<file path="config.mk">
export PLATFORM = sky130hd
export DESIGN_NAME = dac_src_sel
export DESIGN_NICKNAME = d
export VERILOG_FILES = /design/src/rtl/dac_src_pkg.sv /design/src/rtl/dac_src_ctrl.sv /design/src/rtl/dac_src_dpath.sv /design/src/rtl/dac_src_sel.sv
export SDC_FILE = /design/constraint.sdc
export NUM_CORES = 1
export LEC_CHECK = 0
export ABC_AREA = 1
export BUFFER_PORTS_ARGS = -buffer_cell sky130_fd_sc_hd__buf_2
export CORE_MARGIN = 5
export CORE_UTILIZATION = 57
export DETAILED_ROUTE_END_ITERATION = 12
export MAX_ROUTING_LAYER = met4
export PLACE_DENSITY_LB_ADDON = 0.1
export SYNTH_ARGS = -nofsm -noshare
export SYNTH_HDL_FRONTEND = slang
export SYNTH_SLANG_ARGS = --single-unit
export TNS_END_PERCENT = 100
</file>
<file path="constraint.sdc">
create_clock -name clk -period 2 [get_ports clk]
set_input_delay 0.3 -clock clk [delete_from_list [all_inputs] [get_ports clk]]
set_output_delay 0.3 -clock clk [all_outputs]
set_load 0.01 [all_outputs]
</file>
<file path="src/rtl/dac_src_pkg.sv">
package dac_src_pkg;
  localparam int WORD_W  = 24;
  localparam int SHORT_W = 16;

  typedef enum logic [1:0] {
    FMT_LJ24  = 2'b00,
    FMT_I2S24 = 2'b01,
    FMT_RJ16  = 2'b10,
    FMT_RJ24  = 2'b11
  } dac_fmt_e;

  typedef struct packed {
    logic     bitRise;
    logic     bitFall;
    logic     frameEdge;
    logic     leftStart;
    logic     emitPair;
    logic     mute;
    logic     useLoop;
    logic     lineSel;
    dac_fmt_e deserFmt;
    logic     serI2s;
  } strobe_t;
endpackage

</file>
<file path="src/rtl/dac_src_ctrl.sv">
module dac_src_ctrl
  import dac_src_pkg::*;
#(
  parameter int MUTE_PAIRS = 2
) (
  input  logic       clk,
  input  logic       rstN,
  input  logic       bitClk,
  input  logic       frameClk,
  input  logic       srcSel,
  input  logic       loopEn,
  input  logic [1:0] dacFmt,
  input  logic       adcFmt,
  input  logic       clkChange,
  output strobe_t    strb
);
  localparam int MUTE_W = $clog2(MUTE_PAIRS + 1);

  typedef enum logic [1:0] {PH_IDLE, PH_LEFT, PH_RIGHT} phase_e;

  logic bPrev, fPrev;
  phase_e phase;
  logic loopL, srcL, adcFmtL;
  dac_fmt_e dacFmtL;
  logic [MUTE_W-1:0] muteCnt;

  logic bitRise, bitFall, frameEdge, leftStart, rightStart, emitPair;
  dac_fmt_e effFmt;

  always_comb begin
    bitRise    = bitClk & ~bPrev;
    bitFall    = ~bitClk & bPrev;
    frameEdge  = frameClk ^ fPrev;
    leftStart  = frameEdge & ~frameClk;
    rightStart = frameEdge & frameClk;
    emitPair   = leftStart && (phase == PH_RIGHT);
    effFmt     = loopL ? (adcFmtL ? FMT_I2S24 : FMT_LJ24) : dacFmtL;
  end

  always_ff @(posedge clk) begin
    if (!rstN) begin
      bPrev   <= 1'b1;
      fPrev   <= 1'b1;
      phase   <= PH_IDLE;
      loopL   <= 1'b0;
      srcL    <= 1'b0;
      adcFmtL <= 1'b0;
      dacFmtL <= FMT_LJ24;
      muteCnt <= '0;
    end else begin
      bPrev <= bitClk;
      fPrev <= frameClk;
      if (leftStart) begin
        phase   <= PH_LEFT;
        loopL   <= loopEn;
        srcL    <= srcSel;
        adcFmtL <= adcFmt;
        dacFmtL <= dac_fmt_e'(dacFmt);
      end else if (rightStart && phase == PH_LEFT) begin
        phase <= PH_RIGHT;
      end
      if (clkChange)
        muteCnt <= MUTE_W'(MUTE_PAIRS);
      else if (emitPair && muteCnt != '0)
        muteCnt <= muteCnt - 1'b1;
    end
  end

  always_comb begin
    strb.bitRise   = bitRise;
    strb.bitFall   = bitFall;
    strb.frameEdge = frameEdge;
    strb.leftStart = leftStart;
    strb.emitPair  = emitPair;
    strb.mute      = clkChange || (muteCnt != '0);
    strb.useLoop   = loopL;
    strb.lineSel   = srcL;
    strb.deserFmt  = effFmt;
    strb.serI2s    = leftStart ? adcFmt : adcFmtL;
  end

  // settings only move at a left-half start
  p_cfg_hold_r8: assert property (@(posedge clk) disable iff (!rstN)
    !leftStart |=> $stable({loopL, srcL, adcFmtL, dacFmtL}));

  // looped data is always read with a 24-bit justified format
  p_loop_fmt_r3: assert property (@(posedge clk) disable iff (!rstN)
    strb.useLoop |-> (strb.deserFmt == FMT_LJ24 || strb.deserFmt == FMT_I2S24));

  // a clocking change mutes from the next cycle on
  p_mute_armed_r6: assert property (@(posedge clk) disable iff (!rstN)
    clkChange |=> strb.mute);
endmodule

</file>
<file path="src/rtl/dac_src_dpath.sv">
module dac_src_dpath
  import dac_src_pkg::*;
#(
  parameter int SLOT_BITS = 32
) (
  input  logic              clk,
  input  logic              rstN,
  input  strobe_t           strb,
  input  logic              serIn0,
  input  logic              serIn1,
  input  logic [WORD_W-1:0] adcLeft,
  input  logic [WORD_W-1:0] adcRight,
  input  logic              adcValid,
  output logic [WORD_W-1:0] dacLeft,
  output logic [WORD_W-1:0] dacRight,
  output logic              dacValid,
  output logic              serOut
);
  localparam int CNT_W = $clog2(SLOT_BITS + 1);
  localparam int IDX_W = $clog2(WORD_W);
  localparam logic [CNT_W-1:0] CNT_MAX = CNT_W'(SLOT_BITS);

  function automatic logic inWindow(dac_fmt_e f, logic [CNT_W-1:0] idx);
    int i;
    i = int'(idx);
    case (f)
      FMT_LJ24:  return i < WORD_W;
      FMT_I2S24: return (i >= 1) && (i <= WORD_W);
      FMT_RJ16:  return (i >= SLOT_BITS - SHORT_W) && (i < SLOT_BITS);
      default:   return (i >= SLOT_BITS - WORD_W) && (i < SLOT_BITS);
    endcase
  endfunction

  function automatic logic serBit(logic [WORD_W-1:0] w, logic [CNT_W-1:0] idx, logic i2s);
    int pos;
    pos = i2s ? int'(idx) - 1 : int'(idx);
    if (pos >= 0 && pos < WORD_W)
      return w[IDX_W'(WORD_W - 1 - pos)];
    return 1'b0;
  endfunction

  function automatic logic [WORD_W-1:0] alignWord(logic [WORD_W-1:0] sr, dac_fmt_e f);
    if (f == FMT_RJ16)
      return {sr[SHORT_W-1:0], {(WORD_W - SHORT_W){1'b0}}};
    return sr;
  endfunction

  // serializer
  logic [WORD_W-1:0] holdL, holdR, curR, serWord;
  logic [CNT_W-1:0]  outCnt;
  logic              serOutR;

  always_ff @(posedge clk) begin
    if (!rstN) begin
      holdL   <= '0;
      holdR   <= '0;
      curR    <= '0;
      serWord <= '0;
      outCnt  <= '0;
      serOutR <= 1'b0;
    end else begin
      if (adcValid) begin
        holdL <= adcLeft;
        holdR <= adcRight;
      end
      if (strb.frameEdge) begin
        outCnt <= CNT_W'(1);
        if (strb.leftStart) begin
          serWord <= holdL;
          curR    <= holdR;
          serOutR <= serBit(holdL, '0, strb.serI2s);
        end else begin
          serWord <= curR;
          serOutR <= serBit(curR, '0, strb.serI2s);
        end
      end else if (strb.bitFall) begin
        serOutR <= serBit(serWord, outCnt, strb.serI2s);
        if (outCnt != CNT_MAX) outCnt <= outCnt + 1'b1;
      end
    end
  end

  assign serOut = serOutR;

  // deserializer
  logic              lineBit;
  logic [WORD_W-1:0] shiftReg, leftW, doneWord;
  logic [CNT_W-1:0]  inCnt;

  always_comb begin
    lineBit  = strb.useLoop ? serOutR : (strb.lineSel ? serIn1 : serIn0);
    doneWord = alignWord(shiftReg, strb.deserFmt);
  end

  always_ff @(posedge clk) begin
    if (!rstN) begin
      shiftReg <= '0;
      leftW    <= '0;
      inCnt    <= '0;
      dacLeft  <= '0;
      dacRight <= '0;
      dacValid <= 1'b0;
    end else begin
      dacValid <= strb.emitPair;
      if (strb.frameEdge) begin
        shiftReg <= '0;
        inCnt    <= '0;
        if (!strb.leftStart) leftW <= doneWord;
        if (strb.emitPair) begin
          dacLeft  <= strb.mute ? '0 : leftW;
          dacRight <= strb.mute ? '0 : doneWord;
        end
      end else if (strb.bitRise) begin
        if (inWindow(strb.deserFmt, inCnt)) shiftReg <= {shiftReg[WORD_W-2:0], lineBit};
        if (inCnt != CNT_MAX) inCnt <= inCnt + 1'b1;
      end
    end
  end

  // valid is a single-cycle pulse following a pair completion
  p_valid_single_r9: assert property (@(posedge clk) disable iff (!rstN)
    dacValid |=> !dacValid);
  p_valid_origin_r9: assert property (@(posedge clk) disable iff (!rstN)
    dacValid |-> $past(strb.emitPair));

  // muted pairs carry zero words
  p_zero_when_muted_r6: assert property (@(posedge clk) disable iff (!rstN)
    (dacValid && $past(strb.mute)) |-> (dacLeft == '0 && dacRight == '0));

  // 16-bit words come out with a zero low byte
  p_rj16_fill_r7: assert property (@(posedge clk) disable iff (!rstN)
    (dacValid && $past(strb.deserFmt == FMT_RJ16))
      |-> (dacLeft[WORD_W-SHORT_W-1:0] == '0 && dacRight[WORD_W-SHORT_W-1:0] == '0));

  // serial output only moves after a bit clock falling edge
  p_ser_on_fall_r5: assert property (@(posedge clk) disable iff (!rstN)
    !$past(strb.bitFall) |-> $stable(serOut));
endmodule

</file>
<file path="src/rtl/dac_src_sel.sv">
module dac_src_sel
  import dac_src_pkg::*;
#(
  parameter int SLOT_BITS  = 32,
  parameter int MUTE_PAIRS = 2
) (
  input  logic              clk,
  input  logic              rstN,
  input  logic              bitClk,
  input  logic              frameClk,
  input  logic              serIn0,
  input  logic              serIn1,
  input  logic              srcSel,
  input  logic              loopEn,
  input  logic [1:0]        dacFmt,
  input  logic              adcFmt,
  input  logic              clkChange,
  input  logic [WORD_W-1:0] adcLeft,
  input  logic [WORD_W-1:0] adcRight,
  input  logic              adcValid,
  output logic [WORD_W-1:0] dacLeft,
  output logic [WORD_W-1:0] dacRight,
  output logic              dacValid,
  output logic              serOut
);
  strobe_t strb;

  dac_src_ctrl #(.MUTE_PAIRS(MUTE_PAIRS)) uCtrl (
    .clk(clk), .rstN(rstN), .bitClk(bitClk), .frameClk(frameClk),
    .srcSel(srcSel), .loopEn(loopEn), .dacFmt(dacFmt), .adcFmt(adcFmt),
    .clkChange(clkChange), .strb(strb)
  );

  dac_src_dpath #(.SLOT_BITS(SLOT_BITS)) uDpath (
    .clk(clk), .rstN(rstN), .strb(strb), .serIn0(serIn0), .serIn1(serIn1),
    .adcLeft(adcLeft), .adcRight(adcRight), .adcValid(adcValid),
    .dacLeft(dacLeft), .dacRight(dacRight), .dacValid(dacValid), .serOut(serOut)
  );
endmodule

</file>
Word-level counts from Yosys, hierarchy flattened
Cells that the tools add are included.
{"block": "classes", "eq_ne": 6, "n_reduce_logical": 25, "bitwise_logic": 10, "n_lt_le_gt_ge": 12, "div_mod_pow": 0, "n_shift": 0, "add_sub_neg": 6, "mul": 0, "muxes": 53}
{"operator": "two-way mux 24 bit", "count": 5}
{"operator": "greater-or-equal comparator 32 x 1 -> 1 bit (second input constant)", "count": 2}
{"operator": "< comparator 32 x 6 -> 1 bit (second input constant)", "count": 2}
{"operator": "two-way mux 32 bit", "count": 2}
{"operator": "two-way mux 1 bit", "count": 39}
{"operator": "binary-select mux 1 bit (select 5 bit)", "count": 3}
{"operator": "< comparator 5 x 7 -> 1 bit (second input constant)", "count": 2}
{"operator": "AND reduction 2 bit", "count": 7}
{"operator": "adder 6 x 1 -> 6 bit (second input constant)", "count": 2}
{"operator": "inequality test 6 bit (second input constant)", "count": 2}
{"operator": "nonzero test 2 bit", "count": 5}
{"operator": "subtractor 5 bit (first input constant)", "count": 2}
{"operator": "logical AND 1 bit", "count": 8}
{"operator": "subtractor 6 x 1 -> 7 bit (second input constant)", "count": 1}
{"operator": "greater-or-equal comparator 6 x 1 -> 1 bit (second input constant)", "count": 1}
{"operator": "greater-or-equal comparator 6 x 4 -> 1 bit (second input constant)", "count": 1}
{"operator": "greater-or-equal comparator 6 x 5 -> 1 bit (second input constant)", "count": 1}
{"operator": "<= comparator 6 x 5 -> 1 bit (second input constant)", "count": 1}
{"operator": "< comparator 6 x 5 -> 1 bit (second input constant)", "count": 1}
{"operator": "< comparator 6 bit (second input constant)", "count": 1}
{"operator": "two-way mux 2 bit", "count": 3}
{"operator": "OR reduction 2 bit", "count": 3}
{"operator": "NOT 1 bit", "count": 5}
{"operator": "bitwise AND 1 bit", "count": 4}
{"operator": "other kinds (7)", "count": 9}
{"block": "totals", "ram_bits": 0, "output_inout_bits": 50, "n_memories": 0, "regBits": 217, "latchBits": 0, "in_bits": 61, "romBits": 0}

Longest topological paths before layout
Gate-level depths: netlist (run 1).
{"block": "logic_depth", "ltp_word": 13, "depth_mapped": 15, "mapped_depth_nobuf": 15}

By module
From an unflattened synthesis (run 1), not the netlist that was laid out.
{"block": "hier_totals", "cells_unflattened": 1183, "area_unflattened_um2": 8745.9}
{"mod": "dac_src_dpath", "area_per_inst_um2": 8202.9, "cells_each": 1111, "instances": 1, "seq_area_each_um2": 4124.0}
{"mod": "dac_src_ctrl", "area_per_inst_um2": 543.0, "cells_each": 72, "instances": 1, "seq_area_each_um2": 220.2}

Worst setup path before layout (run 1)
OpenSTA, ideal clock, no wires.
{"block": "synth_path", "path_type": "input -> register", "from": "input frameClk", "to": "register uDpath.serOutR, in the netlist uDpath.serOut", "path_buffers": 0, "arrival_ps": 1604, "setup_slack_ps": 326, "path_stages": 15, "path_cell_list": "inv_1 > ha_1 > inv_2 > nand2_1 > nand2_2 > nand2_1 > nand2_2 > inv_2 > nand3_1 > nand3_1 > nand3_1 > nand2_1 > nor2_1 > nand2_1 > a21oi_1"}
{"item": "from (decl)", "line": "dac_src_sel.sv:10", "rtl": "input logic frameClk,"}
{"item": "to (signal assigned)", "line": "dac_src_dpath.sv:71", "rtl": "serOutR <= serBit(holdL, '0, strb.serI2s);"}
{"item": "to (signal assigned)", "line": "dac_src_dpath.sv:74", "rtl": "serOutR <= serBit(curR, '0, strb.serI2s);"}
{"item": "to (signal assigned)", "line": "dac_src_dpath.sv:77", "rtl": "serOutR <= serBit(serWord, outCnt, strb.serI2s);"}
{"item": "to (decl)", "line": "dac_src_dpath.sv:51", "rtl": "logic serOutR;"}

Final worst setup path (run 1)
{"block": "layout_path", "from": "register uCtrl.loopL", "to": "register uDpath.dacRight[9]"}
{"block": "layout_via", "elab_chain_len": 5}
{"item": "from (decl)", "line": "dac_src_ctrl.sv:23", "rtl": "logic loopL, srcL, adcFmtL;"}
{"item": "from (signal assigned)", "line": "dac_src_ctrl.sv:55", "rtl": "loopL <= loopEn;"}
{"item": "two-way mux 2 bit", "line": "dac_src_ctrl.sv:37", "rtl": "effFmt = loopL ? (adcFmtL ? FMT_I2S24 : FMT_LJ24) : dacFmtL;"}
{"item": "== test 2 bit", "line": "dac_src_dpath.sv:43", "rtl": "if (f == FMT_RJ16)"}
{"item": "two-way mux 1 bit", "line": "dac_src_dpath.sv:43"}
{"item": "two-way mux 24 bit", "line": "dac_src_dpath.sv:45", "rtl": "return sr;"}
{"item": "two-way mux 24 bit", "line": "dac_src_dpath.sv:111", "rtl": "dacRight <= strb.mute ? '0 : doneWord;"}
{"item": "to (signal assigned)", "line": "dac_src_dpath.sv:111"}
{"item": "to (decl)", "line": "dac_src_dpath.sv:15", "rtl": "output logic [WORD_W-1:0] dacRight,"}
No other way between the ends.
A chain may end at the register's enable or synchronous reset.

==> impl_metrics.json, run 1 <==
{
  "gp_congestion": 0.896,
  "path_cells": "nand2_1 -> o21ai_1 -> nand2_1 -> buf_12 -> o21ai_0 -> nand2_1 -> a21oi_1",
  "synthArstFlopShare_pct": 0,
  "cp-end-kind": "flop",
  "root_buffer": "clkbuf_16",
  "grt_max_degree": 72,
  "die_area_sq_mm": 0.0177,
  "wl_per_cell_um": 13.8,
  "final_max_slew_viol_count": 0,
  "top_layer_used": "met4",
  "insertion_delay_ns": 0.50,
  "synth-seq-cells": 217,
  "core_area_sq_mm": 0.0150,
  "port_buffers": 110,
  "multiInputGateArea_sq_mm": 0.00367,
  "grt_pass1_vias": 6775,
  "seq_area_sq_mm": 0.00435,
  "wl_met2_um": 9710,
  "cts_tree": "yes",
  "drc": 0,
  "cp_num_buf_inv": 1,
  "path_delay_family": "compound AO/OA/AOI/OAI gates",
  "powerDensity_mw_per_mm2": 933,
  "placedCellCount": 1439,
  "power.internal_mw": 7.18,
  "dr_wl_met3_um": 961,
  "die_w_um": 133,
  "cap_violations": 0,
  "utilization_pct": 67.5,
  "ctsLongestPathBuffers": 3,
  "hold_viol_final": 0,
  "total_leakage_power_nw": 4.52,
  "post_cts_buffers": 0,
  "layout_common_cells": "230 x nor2_1, 216 x dfxtp_1, 211 x nand2_1",
  "grt_first_pass_wirelength_um": 33300,
  "fin_hold_ws_ns": 0.0265,
  "cpMostUsedCell": "nand2_1",
  "power.share.sequential_pct": 49.1,
  "status": "finished clean",
  "fp-row-count": 45,
  "cts.sinks": 217,
  "hpwl_um": 13800,
  "hold_class": "primary input to flop",
  "sw_frac_of_total_pct": 24.1,
  "num_io_pins": 111,
  "die_h_um": 133,
  "cts_buffers": 23,
  "wirelength_met1_um": 9200,
  "stdcell_count": 1477,
  "layout.nets": 1347,
  "antennaDiodeCount": 0,
  "ys_seq_area_share_pct": 50.2,
  "post_synth_inst_count": 1181,
  "p_clk_share_pct": 41.5,
  "muxShareOfSynthArea_pct": 0.246,
  "synth_cell_types": 27,
  "synth-main-ff-cell": "dfxtp_1",
  "synth_nets": 1252,
  "cp_slowest_cell": "o21ai_0",
  "ant_nets": 0,
  "vias": 7636,
  "nFillCells": 1411,
  "finalCritPeriodShare_pct": 90.4,
  "critPathKind": "flop to flop",
  "drt_iter0_markers": 428,
  "synth_fa_ha_area_share_pct": 1.45,
  "synth_compound_area_share_pct": 17.0,
  "htreeDepth": 1,
  "layout-drive-gt1-share_pct": 14.4,
  "relSlewSlack_pct": 63.6,
  "wl_um": 20400,
  "crit_required_ns": 2.43,
  "viasPerCell": 5.17,
  "worstSetupStartpointType": "flop",
  "yosys.area_share.xor_xnor_pct": 0.202,
  "comb_power_share_pct": 9.3,
  "grt_util_all_layers_pct": 22.8,
  "post-route-min-period_ns": 1.81,
  "synth_warnings": 0,
  "netlist_area_sq_mm": 0.00865,
  "ir_drop_v": 0.000603,
  "cp_max_fo": 47,
  "layout_commonest_cell": "nor2_1",
  "grt-ovfl-total": 0,
  "setup_viol": 0,
  "tightest_slew_ns": 0.541,
  "cpPeakStageDelay_ns": 0.46,
  "skew_ns": 0.0185,
  "clkTransAtPathRegs_ns": 0.06,
  "first_pass_iters": 7,
  "initial_core_util_pct": 57.6,
  "synth_top_family_by_area": "simple AND/OR/NAND/NOR gates",
  "syn_avg_cell_area_sq_um": 7.33,
  "areaGrowthSynthToFinish_pct": 17.3,
  "rsz0062_at_grt": "yes",
  "worst_ep_arrival_time_ns": 2.24,
  "synth_edf_count": 0,
  "synth_simple_gate_area_share_pct": 23.3,
  "fmax_mhz": 553,
  "antenna_found_initial": 0,
  "p_sw_mw": 2.28
}
-- state kept, by name (all words and copies together) (netlist names), 2 cells and up --
| name | cells |
|---|---|
| uDpath.curR | 24 |
| uDpath.dacLeft | 24 |
| uDpath.dacRight | 24 |
| uDpath.holdL | 24 |
| uDpath.holdR | 24 |
| uDpath.leftW | 24 |
| uDpath.serWord | 24 |
| uDpath.shiftReg | 24 |
| uDpath.inCnt | 6 |
| uDpath.outCnt | 6 |
| uCtrl.dacFmtL | 2 |
| uCtrl.muteCnt | 2 |
| uCtrl.phase | 2 |
-- through the flow --
step                      setup TNS, ns  instance area, sq um  setup slack (ns)  total power, mW
after floorplan                       0                  8650             0.326             5.32
after global placement          -0.0278                  9450           -0.0278             5.61
after detailed placement        -0.0562                  9450           -0.0562             5.62
after CTS                             0                 10100            0.0821             9.52
after global routing            -0.0320                 10200           -0.0320             9.86
final                                 0                 10200             0.192             9.47
-- worst register-to-register path: stages (launching register included) --
cell and delay [ns]:
dfxtp_1 0.41, nand2_1 0.07, o21ai_1 0.17, nand2_1 0.17
buf_12 0.21, o21ai_0 0.48, nand2_1 0.11, a21oi_1 0.13
-- power groups by stage --
stage / registers, mW / logic (mW) / clock network, mW
floorplan: 4.70 / 0.618 / 0
detailed placement: 4.74 / 0.879 / 0
global route: 4.67 / 1.02 / 4.17
CTS: 4.65 / 0.887 / 3.98
global placement: 4.74 / 0.869 / 0
finish: 4.65 / 0.885 / 3.93
-- final timing paths --
check	to	from	slack (ns)	depth (start not counted)
max	uDpath.dacRight[9]	uCtrl.loopL	0.19	7
min	uCtrl.dacFmtL[0]	dacFmt[0]	0.03	3
max reg2reg	uDpath.dacRight[9]	uCtrl.loopL	0.19	7
min reg2reg	uDpath.dacLeft[15]	uDpath.leftW[15]	0.46	2
-- timing repair --
action / in CTS / in global routing
setup endpoints to repair: 0 / 31
hold buffers: 0 / 0
resized for setup: 0 / 4
-- per-layer routing --
metal / up-vias / track usage [%]
met3: 32 / 3.44
met4: 0 / 6.69
met2: 181 / 37.7
met1: 3423 / 29.3
li1: 4000 / -
met5: - / -
-- final cells by class --
| class | count | share of cell area (%) |
|---|---|---|
| sequential | 217 | 42.8 |
| multi-input combinational | 798 | 36.1 |
| timing repair buffer | 142 | 8.53 |
| clock buffer | 34 | 6.27 |
| inverter | 94 | 3.48 |
| tap | 188 | 2.32 |
| clock inverter | 4 | 0.481 |
-- kinds of logic after synthesis --
family	count (synthesis)
muxes	2
adders and majority gates	10
AOI/OAI and AO/OA	274
buffers and inverters	166
xor gates and xnor gates	2
DFF	217
and+or+nand+nor	510
-- Yosys cell counts, drive strengths merged (2+ instances only) --
| cell type | instances | area share (%) |
|---|---|---|
| a21oi | 84 | 4.9 |
| a32oi | 8 | 0.81 |
| buf | 17 | 1.2 |
| clkbuf | 55 | 2.4 |
| dfxtp | 217 | 50 |
| ha | 10 | 1.4 |
| inv | 94 | 4.1 |
| nand2 | 216 | 9.5 |
| nand3 | 54 | 3.1 |
| nor2 | 230 | 10 |
| nor3 | 10 | 0.64 |
| o211ai | 24 | 2.1 |
| o21ai | 154 | 8.9 |
| xor2 | 2 | 0.20 |
No activity file was read; power rests on OpenSTA's default activity.
==> run 2: changes to the inputs <==
ABC_AREA = not set   (was 1)
CORE_UTILIZATION = 58   (was 57)
==> run 2 against run 1 <==
- highest routed layer unchanged
- routed wire length is 0.79% lower
- sequential share of layout area is 2.2 points lower
- the flow now finishes with violations (negative setup slack)
- largest power group unchanged
- critical endpoint is now uDpath.shiftReg[22]
- die area is 0.39% higher
- area after synthesis is 2.2% higher
- synthesized cell count is 20% lower
- sequential power is 3% lower
- final cell count is 15% lower
- design area is 5.5% higher
==> impl_metrics.json, run 2 <==
{
  "post_synth_inst_count": 947,
  "synth_cell_types": 51,
  "die_h_um": 133,
  "hpwl_um": 13300,
  "root_buffer": "clkbuf_16",
  "ant_nets": 0,
  "worst_ep_arrival_time_ns": 2.45,
  "grt_first_pass_wirelength_um": 32400,
  "setup_viol": 25,
  "r2r-start": "uDpath.inCnt[1]",
  "placedCellCount": 1216,
  "tightest_slew_ns": 0.523,
  "critPathKind": "flop to flop",
  "layout-drive-gt1-share_pct": 21.1,
  "fmax_mhz": 479,
  "wl_per_cell_um": 16.0,
  "grt_pass1_vias": 6521,
  "synth-seq-cells": 217,
  "netlist_area_sq_mm": 0.00884,
  "grt_max_degree": 55,
  "crit_required_ns": 2.36,
  "drc": 0,
  "grt_util_all_layers_pct": 22.3,
  "vias": 6928,
  "relSlewSlack_pct": 65.2,
  "synth.most_common_cell": "nor2_1",
  "wl_um": 20200,
  "cts_buffers": 22,
  "utilization_pct": 71.0,
  "final_area_sq_mm": 0.0107,
  "violations": "negative setup slack",
  "worstSetupStartpointType": "flop",
  "powerDensity_mw_per_mm2": 885,
  "setup_ws_ns": -0.0860,
  "hold_class": "primary input to flop",
  "synth_area_leaders": "dfxtp_1 49%, mux2i_1 17%, nor2_1 11%",
  "total_leakage_power_nw": 4.69,
  "synth_warnings": 0,
  "ys_top_cells_by_count": "253 x nor2_1, 217 x dfxtp_1, 151 x mux2i_1",
  "core_area_sq_mm": 0.0151,
  "synth_edf_count": 0,
  "initial_core_util_pct": 58.6,
  "r2r.worst_path.cells": 10,
  "viasPerCell": 5.49,
  "fp-row-count": 45,
  "yosysTopAreaCell": "dfxtp_1",
  "post-route-min-period_ns": 2.09,
  "synth_top_area_share_pct": 49.1,
  "status": "finished with violations",
  "layout.nets": 1131,
  "syn_avg_cell_area_sq_um": 9.34,
  "cap_violations": 0,
  "num_io_pins": 111,
  "ctsLongestPathBuffers": 3,
  "ys_seq_area_share_pct": 49.1,
  "finalCritPeriodShare_pct": 104,
  "die_w_um": 133,
  "layout_common_cells": "253 x nor2_1, 214 x dfxtp_1, 147 x mux2i_1",
  "htreeDepth": 1,
  "ir_drop_v": 0.000669,
  "port_buffers": 110,
  "insertion_delay_ns": 0.50,
  "stdcell_count": 1262,
  "cp_max_fo": 6,
  "hold-path-endpoint": "uCtrl.bPrev",
  "synth-main-ff-cell": "dfxtp_1",
  "die_area_sq_mm": 0.0178,
  "grt-ovfl-total": 0,
  "skew_ns": 0.0109,
  "layout_commonest_cell": "nor2_1",
  "synthArstFlopShare_pct": 0,
  "r2r_slack_ns": -0.09,
  "areaGrowthSynthToFinish_pct": 21.2,
  "clkTransAtPathRegs_ns": 0.06,
  "drt_iter0_markers": 479,
  "first_pass_iters": 5,
  "cp-end-kind": "flop",
  "hold_depth": 2,
  "synth_nets": 1018,
  "setup_tns_ns": -0.841,
  "hold_viol_final": 0,
  "cts.sinks": 217,
  "rsz0062_at_grt": "yes",
  "final_max_slew_viol_count": 0,
  "gp_congestion": 0.933,
  "hold_start": "bitClk",
  "worst_r2r_endpoint": "uDpath.shiftReg[22]",
  "nFillCells": 1210,
  "antenna_found_initial": 1,
  "cts_tree": "yes",
  "place_area_sq_mm": 0.00981
}
[run 2: cell count changes in the layout (fill, tap and decap cells not counted), moves of 15 or more]
cell and delta:
a21oi_1 -29, o21ai_0 -144, nor2_1 +23, nand2_1 -194
o211ai_1 -20, nand2b_1 +15, a211oi_1 +16, a22oi_1 +33
mux2i_1 +146, inv_1 -80, nand3_1 -40
[run 2: cells by family after synthesis]
family / count (synthesis) / share of synthesized area [%]
compound gates: 134 / 9.89
xor+xnor: 15 / 1.49
fa+ha+maj: 10 / 1.42
buf+inv: 83 / 3.96
flops: 217 / 49.1
mux: 157 / 18.4
simple gates: 331 / 15.7
[run 2: worst max path at each step]
stage / startpoint / to / slack (ns) / cells past startpoint
after CTS: uCtrl.fPrev / uDpath.serOut / -0.03 / 6
after global placement: frameClk / uDpath.serOut / -0.16 / 8
after floorplan: uCtrl.fPrev / uDpath.serOut / -0.02 / 7
after detailed placement: frameClk / uDpath.serOut / -0.20 / 8
final: uDpath.inCnt[1] / uDpath.shiftReg[22] / -0.09 / 10
after global routing: uCtrl.fPrev / uDpath.serOut / -0.17 / 6
[run 2: through the flow]
| stage | power [mW] | hold WS [ns] | setup slack [ns] |
|---|---|---|---|
| finish | 9.48 | 0.0318 | -0.0860 |
| global route | 9.86 | 0.0331 | -0.166 |
| CTS | 9.53 | 0.0135 | -0.0301 |
| detailed placement | 5.47 | 0.465 | -0.197 |
| global placement | 5.46 | 0.461 | -0.158 |
| floorplan | 5.20 | 0.369 | -0.0248 |
[run 2: critical path, stage by stage (launching register included)]
cell	delay [ns]
dfxtp_2	0.32
inv_2	0.09
ha_1	0.17
nor3b_4	0.21
a21oi_1	0.09
o211a_1	0.24
o31ai_4	0.23
buf_6	0.18
clkbuf_16	0.17
mux2i_1	0.20
nor2_1	0.06
[run 2: where the power goes]
part	switching (mW)	total (mW)	internal [mW]
Clock	1.59	4.06	2.47
Combinational	0.475	0.899	0.425
Sequential	0.0773	4.52	4.44
Total	2.14	9.48	7.34
[run 2: metal layers]
metal  vias up  part of all wire (%)  global-route usage, %  wire length (um)
li1       3466                     -                      -                 -
met1      3284                    49                   32.1              9880
met2       160                    45                   34.0              9190
met3        18                   4.8                   3.32               969
met4         0                   1.0                   4.06               206
met5         -                     0                      -                 0
[run 2: area by class of cell]
class                      count  area (sq um)  area share, %
sequential                   217          4350           40.6
clock inverter                 4          45.0          0.420
multi-input combinational    647          4250           39.7
antenna                        1          2.50         0.0234
tap                          188           235           2.20
clock buffer                  33           683           6.38
inverter                      14          60.1          0.561
timing repair buffer         158          1090           10.1
[run 2: repair_timing]
item,CTS,global route
endpoints found under the setup margin,1,70
cloned,0,3
hold buffers,0,0
gates resized for setup,2,19
hold endpoints to repair,0,0
pin swaps,2,5
buffers inserted,1,4
==> run 3: changes to the inputs <==
CORE_UTILIZATION = 60   (was 58)
CTS_BUF_LIST = sky130_fd_sc_hd__clkbuf_4 sky130_fd_sc_hd__clkbuf_8   (was not set)
==> run 3 against run 2 <==
- the flow still finishes with violations (negative setup slack)
- final cell count is 3.5% higher
- count of clock-buffer cells in the layout is 21 higher
- design area is 4.0% higher
- routed wire length is 8.8% higher
- setup slack better by 0.019 ns
- first-iteration DRC count is 17% higher
- combinational power is 4.2% higher
- critical path type unchanged
- largest cell class unchanged
==> impl_metrics.json, run 3 (synthesis results as in run 2) <==
{
  "status": "finished with violations",
  "violations": "negative setup slack",
  "antennaDiodeCount": 0,
  "final_area_sq_mm": 0.0111,
  "hold_depth": 3,
  "p_sw_mw": 2.24,
  "root_buffer": "clkbuf_8",
  "vias": 7211,
  "areaGrowthSynthToFinish_pct": 26.0,
  "htreeDepth": 2,
  "grt_pass1_vias": 6773,
  "cts.sinks": 217,
  "gp_congestion": 0.875,
  "die_w_um": 131,
  "ant_nets": 0,
  "stdcell_count": 1306,
  "cap_violations": 0,
  "finalCritPeriodShare_pct": 103,
  "setup_viol": 32,
  "place_area_sq_mm": 0.00979,
  "ir_drop_v": 0.000565,
  "r2r.worst_path.cells": 10,
  "crit_required_ns": 2.40,
  "initial_core_util_pct": 61.1,
  "wl_per_cell_um": 16.9,
  "viasPerCell": 5.52,
  "r2r-start": "uDpath.inCnt[1]",
  "drt_iter0_markers": 560,
  "skew_ns": 0.0139,
  "comb_power_share_pct": 10.0,
  "p_clk_share_pct": 41.5,
  "fin_hold_ws_ns": 0.0251,
  "cp_max_fo": 6,
  "layout-drive-gt1-share_pct": 24.7,
  "port_buffers": 110,
  "utilization_pct": 76.9,
  "layout_common_cells": "239 x nor2_1, 214 x dfxtp_1, 148 x mux2i_1",
  "hpwl_um": 13200,
  "num_io_pins": 111,
  "grt-ovfl-total": 0,
  "post-route-min-period_ns": 2.07,
  "total_leakage_power_nw": 4.88,
  "grt_util_all_layers_pct": 23.6,
  "clkTransAtPathRegs_ns": 0.06,
  "layout.nets": 1173,
  "die_area_sq_mm": 0.0173,
  "antenna_found_initial": 0,
  "worst_r2r_endpoint": "uDpath.shiftReg[4]",
  "layout_commonest_cell": "nor2_1",
  "relSlewSlack_pct": 64.1,
  "final_max_slew_viol_count": 0,
  "placedCellCount": 1211,
  "fmax_mhz": 484,
  "hold-path-endpoint": "uDpath.holdR[3]",
  "power.internal_mw": 7.09,
  "powerDensity_mw_per_mm2": 838,
  "critPathKind": "flop to flop",
  "wl_um": 22000,
  "die_h_um": 131,
  "core_area_sq_mm": 0.0145,
  "insertion_delay_ns": 0.52,
  "drc": 0,
  "tightest_slew_ns": 0.523,
  "worstSetupStartpointType": "flop",
  "cts_tree": "yes",
  "grt_max_degree": 115,
  "grt_first_pass_wirelength_um": 33700,
  "ctsLongestPathBuffers": 3,
  "hold_class": "primary input to flop",
  "r2r_slack_ns": -0.07,
  "hold_start": "adcRight[3]",
  "power.total_mw": 9.33,
  "cp-end-kind": "flop",
  "fp-row-count": 44,
  "sw_frac_of_total_pct": 24.0,
  "first_pass_iters": 5,
  "cts_buffers": 35,
  "worst_ep_arrival_time_ns": 2.47,
  "setup_ws_ns": -0.0673,
  "power.share.sequential_pct": 48.5,
  "rsz0062_at_grt": "yes",
  "hold_viol_final": 0
}
-- run 3: cell types whose count changed in the layout (fill, tap and decap cells not counted), sizes merged --
cell	before	now
clkbuf	35	61
inv	14	15
buf	156	162
clkinvlp	0	1
clkinv	3	1
dlygate4sd3	0	18
bufinv	1	0
diode	1	0
-- run 3: critical path, stage by stage, from the launching register on --
cell	delay (ns)
dfxtp_2	0.35
inv_4	0.06
ha_4	0.16
nor3b_4	0.23
a21oi_2	0.07
o211a_1	0.25
o31ai_4	0.24
buf_6	0.18
clkbuf_16	0.16
mux2i_1	0.19
nor2_1	0.06
-- run 3: through the flow --
| step | worst slack [ns] | TNS, ns |
|---|---|---|
| 2_1_floorplan | -0.0248 | -0.0248 |
| 3_3_place_gp | -0.137 | -3.83 |
| 3_5_place_dp | -0.202 | -7.12 |
| 4_1_cts | -0.0352 | -0.0352 |
| 5_1_grt | -0.179 | -6.74 |
| 6_report | -0.0673 | -1.02 |
-- run 3: how the worst max path moves through the flow --
| stage | start | slack (ns) | cells past startpoint | endpoint |
|---|---|---|---|---|
| after floorplan | uCtrl.fPrev | -0.02 | 7 | uDpath.serOut |
| after global placement | frameClk | -0.14 | 10 | uDpath.serOut |
| after detailed placement | frameClk | -0.20 | 11 | uDpath.dacLeft[7] |
| after CTS | uCtrl.fPrev | -0.04 | 7 | uDpath.serOut |
| after global routing | uCtrl.fPrev | -0.18 | 6 | uDpath.serOut |
| final | uDpath.inCnt[1] | -0.07 | 10 | uDpath.shiftReg[4] |
-- run 3: power groups by stage --
stage	Combinational [mW]	Sequential, mW	Clock (mW)
5_1_grt	1.03	4.54	4.17
2_1_floorplan	0.612	4.59	0
6_report	0.937	4.53	3.87
4_1_cts	0.897	4.52	3.95
3_5_place_dp	0.861	4.62	0
3_3_place_gp	0.849	4.61	0
-- run 3: metal layers --
layer	global-route usage, %	vias up	part of all wire, %
li1	-	3538	-
met1	33.5	3446	48
met2	34.2	200	45
met3	4.82	27	6.2
met4	6.80	0	1.2
met5	-	-	0
-- run 3: cell type report --
class,instances,area (sq um)
Clock buffer,54,693
Clock inverter,3,21.3
Fill cell,1076,3340
Inverter,14,62.6
Multi-Input combinational cell,647,4320
Sequential cell,217,4350
Tap cell,184,230
Timing Repair Buffer,187,1460
-- run 3: timing repair --
| action | CTS | global route |
|---|---|---|
| resized for setup | 2 | 46 |
| endpoints found under the setup margin | 35 | 58 |
| gates cloned | 0 | 8 |
| setup buffers | 2 | 10 |
| hold buffers | 18 | 0 |
| pin swaps | 2 | 13 |
| hold endpoints to repair | 18 | 0 |
